File: src/rtl/ipi_pkg.sv
package ipi_pkg;

   localparam int REG_W  = 32;
   localparam int SRC_W  = 14;
   localparam int DATA_W = 16;

   // control word as seen by the block after byte-order correction
   typedef struct packed {
      logic              ack;
      logic              gen;
      logic [SRC_W-1:0]  dst;
      logic [DATA_W-1:0] payload;
   } ctl_word_t;

   // status word returned on a read
   typedef struct packed {
      logic              rsvd;
      logic              pend;
      logic [SRC_W-1:0]  src;
      logic [DATA_W-1:0] payload;
   } stat_word_t;

endpackage

File: src/rtl/ipi_lane_swap.sv
module ipi_lane_swap #(
   parameter bit SWAP = 1'b1
) (
   input  logic [ipi_pkg::REG_W-1:0] d_i,
   output logic [ipi_pkg::REG_W-1:0] d_o
);
   localparam int NBYTES = ipi_pkg::REG_W / 8;

   generate
      if (SWAP) begin : g_swap
         for (genvar b = 0; b < NBYTES; b++) begin : g_byte
            assign d_o[8*b +: 8] = d_i[8*(NBYTES-1-b) +: 8];
         end
      end else begin : g_pass
         assign d_o = d_i;
      end
   endgenerate

endmodule

File: src/rtl/ipi_decode.sv
module ipi_decode #(
   parameter int NCORES = 4,
   parameter int ADDR_W = 8,
   localparam int IDX_W = ADDR_W - 3
) (
   input  logic                        clk_i,
   input  logic                        rst_ni,
   input  logic                        sel_i,
   input  logic                        we_i,
   input  logic [ADDR_W-1:0]           addr_i,
   input  ipi_pkg::ctl_word_t          word_i,
   output logic [NCORES-1:0]           ack_o,
   output logic [NCORES-1:0]           gen_o,
   output logic [ipi_pkg::SRC_W-1:0]   src_o,
   output logic [ipi_pkg::DATA_W-1:0]  payload_o,
   output logic                        rd_hit_o,
   output logic [IDX_W-1:0]            idx_o
);
   import ipi_pkg::*;

   logic [IDX_W-1:0] idx;
   logic             is_stat;
   logic             core_ok;
   logic             ctl_wr;
   logic [1:0]       unused_lo;

   assign unused_lo = addr_i[1:0];
   assign idx       = addr_i[ADDR_W-1:3];
   assign is_stat   = addr_i[2];
   assign core_ok   = 32'(idx) < NCORES;
   assign ctl_wr    = sel_i && we_i && !is_stat && core_ok;
   assign rd_hit_o  = sel_i && !we_i && is_stat && core_ok;
   assign idx_o     = idx;
   assign src_o     = SRC_W'(idx);
   assign payload_o = word_i.payload;

   generate
      for (genvar c = 0; c < NCORES; c++) begin : g_strobe
         assign ack_o[c] = ctl_wr && word_i.ack && (idx == IDX_W'(c));
         assign gen_o[c] = ctl_wr && word_i.gen && (word_i.dst == SRC_W'(c));
      end
   endgenerate


   gen_onehot_chk: assert property (@(posedge clk_i) disable iff (!rst_ni)
      $onehot0(gen_o));


   stat_wr_no_gen_chk: assert property (@(posedge clk_i) disable iff (!rst_ni)
      (sel_i && we_i && is_stat) |-> (gen_o == '0 && ack_o == '0));

endmodule

File: src/rtl/ipi_slot.sv
module ipi_slot (
   input  logic                        clk_i,
   input  logic                        rst_ni,
   input  logic                        ack_i,
   input  logic                        gen_i,
   input  logic [ipi_pkg::SRC_W-1:0]   src_i,
   input  logic [ipi_pkg::DATA_W-1:0]  payload_i,
   output logic                        pend_o,
   output logic [ipi_pkg::SRC_W-1:0]   src_o,
   output logic [ipi_pkg::DATA_W-1:0]  payload_o
);
   import ipi_pkg::*;

   logic              pend_q;
   logic [SRC_W-1:0]  src_q;
   logic [DATA_W-1:0] payload_q;

   // the generate of the same write lands after the acknowledge
   always_ff @(posedge clk_i or negedge rst_ni) begin
      if (!rst_ni) begin
         pend_q    <= 1'b0;
         src_q     <= '0;
         payload_q <= '0;
      end else if (gen_i) begin
         pend_q    <= 1'b1;
         src_q     <= src_i;
         payload_q <= payload_i;
      end else if (ack_i) begin
         pend_q    <= 1'b0;
      end
   end

   assign pend_o    = pend_q;
   assign src_o     = src_q;
   assign payload_o = payload_q;


   gen_sets_chk: assert property (@(posedge clk_i) disable iff (!rst_ni)
      gen_i |=> pend_o);


   gen_stores_chk: assert property (@(posedge clk_i) disable iff (!rst_ni)
      gen_i |=> (payload_o == $past(payload_i) && src_o == $past(src_i)));


   ack_clears_chk: assert property (@(posedge clk_i) disable iff (!rst_ni)
      (ack_i && !gen_i) |=> !pend_o);


   level_hold_chk: assert property (@(posedge clk_i) disable iff (!rst_ni)
      (pend_o && !ack_i) |=> pend_o);

endmodule

File: src/rtl/ipi_mailbox_ctrl.sv
module ipi_mailbox_ctrl #(
   parameter int NCORES         = 4,
   parameter int ADDR_W         = 8,
   parameter bit BUS_BIG_ENDIAN = 1'b1
) (
   input  logic               clk_i,
   input  logic               rst_ni,
   input  logic               bus_sel_i,
   input  logic               bus_we_i,
   input  logic [ADDR_W-1:0]  bus_addr_i,
   input  logic [31:0]        bus_wdata_i,
   output logic [31:0]        bus_rdata_o,
   output logic [NCORES-1:0]  irq_o
);
   import ipi_pkg::*;

   localparam int IDX_W = ADDR_W - 3;

   generate
      if (NCORES < 1 || NCORES > (1 << SRC_W)) begin : g_bad_cores
         $error("NCORES out of range");
      end
      if (ADDR_W < 4 || (1 << IDX_W) < NCORES) begin : g_bad_addr
         $error("ADDR_W too small for NCORES");
      end
   endgenerate

   logic [REG_W-1:0]  wr_word;
   logic [NCORES-1:0] ack, gen;
   logic [SRC_W-1:0]  gen_src;
   logic [DATA_W-1:0] gen_payload;
   logic              rd_hit;
   logic [IDX_W-1:0]  rd_idx;
   logic [NCORES-1:0] pend;
   logic [SRC_W-1:0]  src_q     [NCORES];
   logic [DATA_W-1:0] payload_q [NCORES];
   stat_word_t        rd_word;
   logic [REG_W-1:0]  rd_bus;
   logic [REG_W-1:0]  rdata_q;

   ipi_lane_swap #(.SWAP(BUS_BIG_ENDIAN)) u_wswap (
      .d_i (bus_wdata_i),
      .d_o (wr_word)
   );

   ipi_decode #(.NCORES(NCORES), .ADDR_W(ADDR_W)) u_dec (
      .clk_i     (clk_i),
      .rst_ni    (rst_ni),
      .sel_i     (bus_sel_i),
      .we_i      (bus_we_i),
      .addr_i    (bus_addr_i),
      .word_i    (ctl_word_t'(wr_word)),
      .ack_o     (ack),
      .gen_o     (gen),
      .src_o     (gen_src),
      .payload_o (gen_payload),
      .rd_hit_o  (rd_hit),
      .idx_o     (rd_idx)
   );

   generate
      for (genvar c = 0; c < NCORES; c++) begin : g_slot
         ipi_slot u_slot (
            .clk_i     (clk_i),
            .rst_ni    (rst_ni),
            .ack_i     (ack[c]),
            .gen_i     (gen[c]),
            .src_i     (gen_src),
            .payload_i (gen_payload),
            .pend_o    (pend[c]),
            .src_o     (src_q[c]),
            .payload_o (payload_q[c])
         );
      end
   endgenerate

   always_comb begin
      rd_word = '0;
      for (int c = 0; c < NCORES; c++) begin
         if (rd_idx == IDX_W'(c)) begin
            rd_word.pend    = pend[c];
            rd_word.src     = src_q[c];
            rd_word.payload = payload_q[c];
         end
      end
   end

   ipi_lane_swap #(.SWAP(BUS_BIG_ENDIAN)) u_rswap (
      .d_i (rd_word),
      .d_o (rd_bus)
   );

   always_ff @(posedge clk_i or negedge rst_ni) begin
      if (!rst_ni)     rdata_q <= '0;
      else if (rd_hit) rdata_q <= rd_bus;
      else             rdata_q <= '0;
   end

   assign bus_rdata_o = rdata_q;
   assign irq_o       = pend;


   rd_idle_chk: assert property (@(posedge clk_i) disable iff (!rst_ni)
      !(bus_sel_i && !bus_we_i) |=> (bus_rdata_o == '0));


   stat_wr_stable_chk: assert property (@(posedge clk_i) disable iff (!rst_ni)
      (bus_sel_i && bus_we_i && bus_addr_i[2]) |=> $stable(irq_o));

endmodule

File: config.mk
export PLATFORM = sky130hd
export DESIGN_NAME = ipi_mailbox_ctrl
export DESIGN_NICKNAME = d
export VERILOG_FILES = /design/src/rtl/ipi_pkg.sv /design/src/rtl/ipi_lane_swap.sv /design/src/rtl/ipi_decode.sv /design/src/rtl/ipi_slot.sv /design/src/rtl/ipi_mailbox_ctrl.sv
export SDC_FILE = /design/constraint.sdc
export NUM_CORES = 1
export LEC_CHECK = 0
export BUFFER_PORTS_ARGS = -buffer_cell sky130_fd_sc_hd__buf_4
export CAP_MARGIN = 20
export CORE_MARGIN = 2
export CORE_UTILIZATION = 25
export DETAILED_ROUTE_END_ITERATION = 8
export PLACE_DENSITY = 0.46
export REMOVE_ABC_BUFFERS = 1
export SETUP_SLACK_MARGIN = 0.4
export SLEW_MARGIN = 30
export SYNTH_ARGS = -nofsm -noshare
export SYNTH_HDL_FRONTEND = slang
export SYNTH_HIERARCHICAL = 1
export SYNTH_SLANG_ARGS = --single-unit
File: constraint.sdc
create_clock -name clk_i -period 1.35 [get_ports clk_i]
set_clock_uncertainty 0.05 [all_clocks]
set_input_delay 0.2025 -clock clk_i [delete_from_list [all_inputs] [get_ports clk_i]]
set_output_delay 0.2025 -clock clk_i [all_outputs]
set_load 0.02 [all_outputs]
Word level (Yosys, flattened, before mapping)
Index checks and enable logic that the tools add are counted. Widths: inputs -> output; s select.

Bits in registers: 120. Output and inout bits: 36. Word-level logic and storage cells: 57.

$lt $le $gt $ge: 1. Equality and inequality tests: 6. Mux-type cells: 13. Reduce and logical (&&, ||, !) cells: 24.

Operators by type and width (count): $mux 31 (4); $mux 32 (1); $eq 14x2->1 const B (2); $logic_and 1x1->1 (16); $eq 14x1->1 const B (1); $logic_not 14->1 (1); $eq 5x2->1 const B (2); $mux 1 (8); $reduce_bool 2->1 (4); $eq 5x1->1 const B (1); $logic_not 5->1 (1); $lt 5x3->1 const B (1); $logic_not 1->1 (2).

Longest topological paths before layout
Word-level depth: 7. Gate-level depth with buffers: 7.

Modules after synthesis
The synthesis kept the hierarchy.

By module, submodules not included: ipi_slot (instances 4, cells an instance 66, area each 1158.6 µm², sequential area each 775.7 µm²); ipi_mailbox_ctrl (instances 1, cells an instance 178, area each 1940.6 µm², sequential area each 800.8 µm²); ipi_lane_swap (instances 2, cells an instance 32, area each 240.2 µm², sequential area each 0.0 µm²); ipi_decode (instances 1, cells an instance 57, area each 430.4 µm², sequential area each 0.0 µm²).

Worst setup path after synthesis
OpenSTA, ideal clock, no wires.

Path type: input-to-reg. From: input port bus_wdata_i[0]. To: register g_slot[2].u_slot.payload_q[0]. Setup time: 0.125 ns. Arrival: 2.009 ns. Slack: -0.834 ns. Cell stages on the path: 6. Path buffers: 2. Cells stage by stage: buf_4 nor4_1 nand4_2 nor4_1 buf_6 mux2_2.

Cells in the longest elaborated chain, start to end: 2.

RTL lines: start, declared (RTL line ipi_mailbox_ctrl.sv:11) `input logic [31:0] bus_wdata_i,`; $eq 14x2->1 (RTL line ipi_decode.sv:40) `assign gen_o[c] = ctl_wr && word_i.gen && (word_i.dst == SRC_W'(c));`; $logic_and 1x1->1 (RTL line ipi_decode.sv:40); via gen[2] (RTL line ipi_mailbox_ctrl.sv:29) `logic [NCORES-1:0] ack, gen;`; end signal, assigned (RTL line ipi_slot.sv:27) `payload_q <= payload_i;`; end, declared (RTL line ipi_slot.sv:16) `logic [DATA_W-1:0] payload_q;`.

The timed path passes the listed nets, and every way through them passes these cells. A chain may end at the register's enable or synchronous reset.

==> flow_summary.rst <==
.. list-table::
   :header-rows: 1

   * - Metric
     - Value
   * - RSZ-0062 raised after global routing
     - yes
   * - Summed area of non-filler cells in the final layout
     - approximately 0.01 mm²
   * - Worst min path class
     - primary input to flop
   * - First-pass GRT wire length
     - ~28000 µm
   * - Main flop type after synthesis
     - dfrtp_1
   * - Peak Freq
     - 595 MHz
   * - Std-Cell Core Area
     - 0.0296 mm²
   * - Terminating pin of the worst hold path
     - g_slot[0].u_slot/src_o[3]$_DFFE_PN0P_
   * - Critical path endpoint category
     - flop
   * - Global route hottest layer
     - met2
   * - GR Util met1
     - between 10% and 20%
   * - Total number of vias
     - about 4300
   * - Vias/cell
     - around 4.2
   * - Result of the run
     - complete, but fails checks
   * - Met3 Track Usage GR
     - about 3.1%
   * - Count of H-tree levels built during CTS
     - 4
   * - Worst Path Class, Setup
     - primary input to flop
   * - Root buffer cell
     - clkbuf_16
   * - Cell chain of the critical path
     - buf_8 > nor4b_4 > nand4_4 > nor4b_4 > buf_6 > clkbuf_16 > mux2_4
   * - Number of top-level pins
     - 80
   * - TritonCTS clock tree
     - built
   * - Total iterations of the first detailed-routing run
     - 4
   * - Syn Inst Count
     - between 500 and 600
   * - Vias in the first global route
     - between 4000 and 5000
   * - Inserted Clock Buffers
     - 17
   * - Total length of routed wires
     - between 15000 and 20000 µm
   * - Syn avg cell area
     - 13.3 µm²
   * - Count of flip-flops with a built-in enable after synthesis
     - 0
   * - Instance area at placement
     - 0.00810 mm²
   * - Antenna violations before repair
     - 1
   * - Number of placement rows
     - 63
   * - Synthesized area
     - ~0.0075 mm²
   * - Flop and latch count out of synthesis
     - approximately 160
   * - Synth cell types
     - 26
   * - PortBufs
     - between 70 and 80
   * - Placed wire-length estimate
     - between 10000 and 15000 µm
   * - Max capacitance violation total
     - 0
   * - Congestion Overflow GR
     - 0
   * - Width of the chip
     - between 150 and 200 µm
   * - Min-delay src
     - bus_addr_i[6]
   * - Area fraction of the dominant cell type after synthesis
     - between 50% and 60%
   * - Maximum number of pins on one net before global-route repair
     - 55
   * - Period utilization
     - 125%
   * - Setup slack of the worst register-to-register path
     - approximately 0.20 ns
   * - Synth Warn #
     - 6
   * - Clock sink count
     - 156
   * - Endpoint of the worst-slack reg-to-reg timing path
     - bus_rdata_o[6]$_DFF_PN0_
   * - Crit Reg-Reg Startpoint
     - g_slot[1].u_slot/pend_o$_DFFE_PN0P_
   * - Overall Global Routing Usage
     - approximately an eighth
   * - CP max-delay cell
     - nor4b_4
   * - Synth top cells by count
     - dfrtp_1 (156), mux2_2 (120), buf_4 (99)
   * - Mean routed wirelength per cell
     - 18.6 µm
   * - Clock insertion delay at the later pin of the skew report
     - 0.42 ns
   * - Top-count cell post-synth
     - dfrtp_1
   * - Worst hold path depth
     - 3
   * - Layout area overhead
     - 37.2%
   * - DRT antenna net count
     - 0
   * - Floorplan die area
     - 0.0313 mm²
   * - Area contributors post-synth
     - dfrtp_1 (52%), mux2_2 (18%), buf_4 (9.9%), mux2i_1 (8.3%), and2_1 (2.7%)
   * - Power density of the placed cells
     - a little over 1000 mW/mm²
   * - Final Net Count
     - about 660
   * - Delay of the slowest cell on the worst path
     - between 0.3 and 0.4 ns
   * - Number of failing setup endpoints in the final timing report
     - approximately 120
   * - Total leakage power
     - 0.00479 µW
   * - Max Buffers Root-to-Sink
     - 2
   * - Maximum VDD drop
     - between 0.0007 and 0.0008 V
   * - Starting Density
     - approximately a quarter
   * - Worst-case setup margin in the final layout
     - -0.332 ns
   * - Critical path peak fanout
     - 8
   * - Biggest area consumer among synthesized cells
     - dfrtp_1
   * - Fraction of layout instances using a drive strength above 1
     - between 50% and 60%
   * - Hold violation total from the final report
     - 0
   * - Place WS
     - -0.843 ns
   * - Clock period minus final worst setup slack
     - 1.68 ns
   * - Sort of element at the start of the critical path
     - primary input
   * - Fillers
     - approximately 2800
   * - Final slew viol count
     - 0
   * - Arrival time at the worst endpoint
     - around 1.9 ns
   * - Violations in the final reports
     - setup timing
   * - Die Height
     - approximately 180 µm
   * - # DRC
     - 0
   * - Gpl congestion
     - just under 0.7
   * - Initial detailed-routing violation count
     - 157
   * - R2R depth
     - 4
   * - Async SR Flop Fraction
     - 100%
   * - Register area share after synthesis
     - a little over half
   * - Most used cell along the critical path
     - nor4b_4
   * - GR Layer Usage met2
     - 19.6%
   * - Clk slew on worst S/H paths
     - about 0.06 ns
   * - Required arrival time at the worst endpoint
     - between 1.5 and 2 ns
-- worst max-delay path by stage --
stage | from | endpoint | slack (ns)
3_3_place_gp | bus_wdata_i[0] | g_slot[2].u_slot/payload_o[5]$_DFFE_PN0P_ | -0.88
5_1_grt | bus_addr_i[7] | g_slot[1].u_slot/payload_o[9]$_DFFE_PN0P_ | -0.37
3_5_place_dp | bus_addr_i[6] | g_slot[0].u_slot/src_o[13]$_DFFE_PN0P_ | -0.84
2_1_floorplan | bus_wdata_i[0] | g_slot[0].u_slot/payload_o[0]$_DFFE_PN0P_ | -3.01
6_report | bus_addr_i[7] | g_slot[1].u_slot/src_o[9]$_DFFE_PN0P_ | -0.33
4_1_cts | bus_addr_i[6] | g_slot[3].u_slot/src_o[13]$_DFFE_PN0P_ | -0.32
-- stage by stage --
| stage | hold slack (ns) | power (µW) | cells | utilization [%] | TNS, ns |
|---|---|---|---|---|---|
| global route | 0.134 | 10700 | 1018 | 34.7 | -38.80 |
| floorplan | -0.143 | 4840 | 442 | - | -312.97 |
| global placement | 0.0167 | 5200 | 945 | 27.4 | -117.72 |
| detailed placement | 0.0194 | 5210 | 945 | 27.4 | -114.31 |
| CTS | 0.122 | 10400 | 1002 | 32.2 | -33.68 |
| finish | 0.138 | 10300 | 1019 | 34.7 | -32.76 |
-- repair_timing --
action | in CTS | in global routing
endpoints found under the setup margin | 191 | 191
resized for setup | 100 | 138
cloned | 5 | 7
hold buffers | 17 | 0
hold endpoints to repair | 217 | 0
setup buffers | 3 | 9
pin swaps | 46 | 21
-- final cells by class --
class | count | area (µm²) | share of cell area, %
Clock inverter | 11 | 156 | 1.52
Tap cell | 390 | 488 | 4.75
Sequential cell | 156 | 3900 | 38.0
Inverter | 5 | 18.8 | 0.183
Antenna cell | 1 | 2.50 | 0.0244
Timing Repair Buffer | 154 | 1840 | 18.0
Multi-Input combinational cell | 281 | 3370 | 32.9
Clock buffer | 21 | 480 | 4.68
-- layout by cell type (no fill, tap or decap), types with 3 or more instances in the layout --
| cell | netlist | routed |
|---|---|---|
| o22ai_4 | 0 | 11 |
| buf_12 | 0 | 20 |
| clkbuf_8 | 0 | 4 |
| o22ai_2 | 0 | 19 |
| and2_4 | 0 | 12 |
| inv_1 | 5 | 5 |
| a21o_1 | 4 | 4 |
| dlygate4sd3_1 | 0 | 17 |
| mux2_4 | 0 | 100 |
| buf_6 | 15 | 49 |
| dfrtp_1 | 156 | 156 |
| and2_1 | 32 | 20 |
| mux2_2 | 120 | 20 |
| nor4_2 | 0 | 3 |
| buf_8 | 0 | 3 |
| conb_1 | 2 | 10 |
| mux2i_1 | 62 | 62 |
| bufinv_16 | 0 | 3 |
| clkbuf_16 | 0 | 22 |
| buf_16 | 0 | 5 |
| buf_4 | 99 | 55 |
-- power by group --
group	leakage, µW	internal [µW]	switching [µW]
sequential	0.00218	4680	0.131
combinational	0.00230	260	308
clock	0.000308	3140	1940
-- worst max-delay path: cells and delay by family --
| family | cells | cell delay, ns |
|---|---|---|
| buffers and inverters | 3 | 0.48 |
| muxes | 1 | 0.31 |
| and+or+nand+nor | 3 | 0.93 |
-- registers in the layout (all words and copies together), names as in the netlist --
register                 count
bus_rdata_o                 32
g_slot.u_slot/src_o         56
g_slot.u_slot/pend_o         4
g_slot.u_slot/payload_o     64
-- per-layer routing --
layer	vias to the layer above	share of wire (%)
li1	1959	-
met1	2253	46
met2	73	50
met3	11	3.6
met4	0	0.74
met5	-	0
-- cell families (layout without fill, tap and decap cells) --
| logic type | after synthesis | after routing | synth area share [%] |
|---|---|---|---|
| flops | 156 | 156 | 52.1 |
| simple gates | 54 | 54 | 5.05 |
| buf+inv | 134 | 191 | 13.4 |
| mux | 182 | 182 | 26.3 |
| compound gates | 35 | 35 | 2.99 |
| other cells | 2 | 11 | 0.100 |
Note: power is estimated with default switching activity, not from simulation.
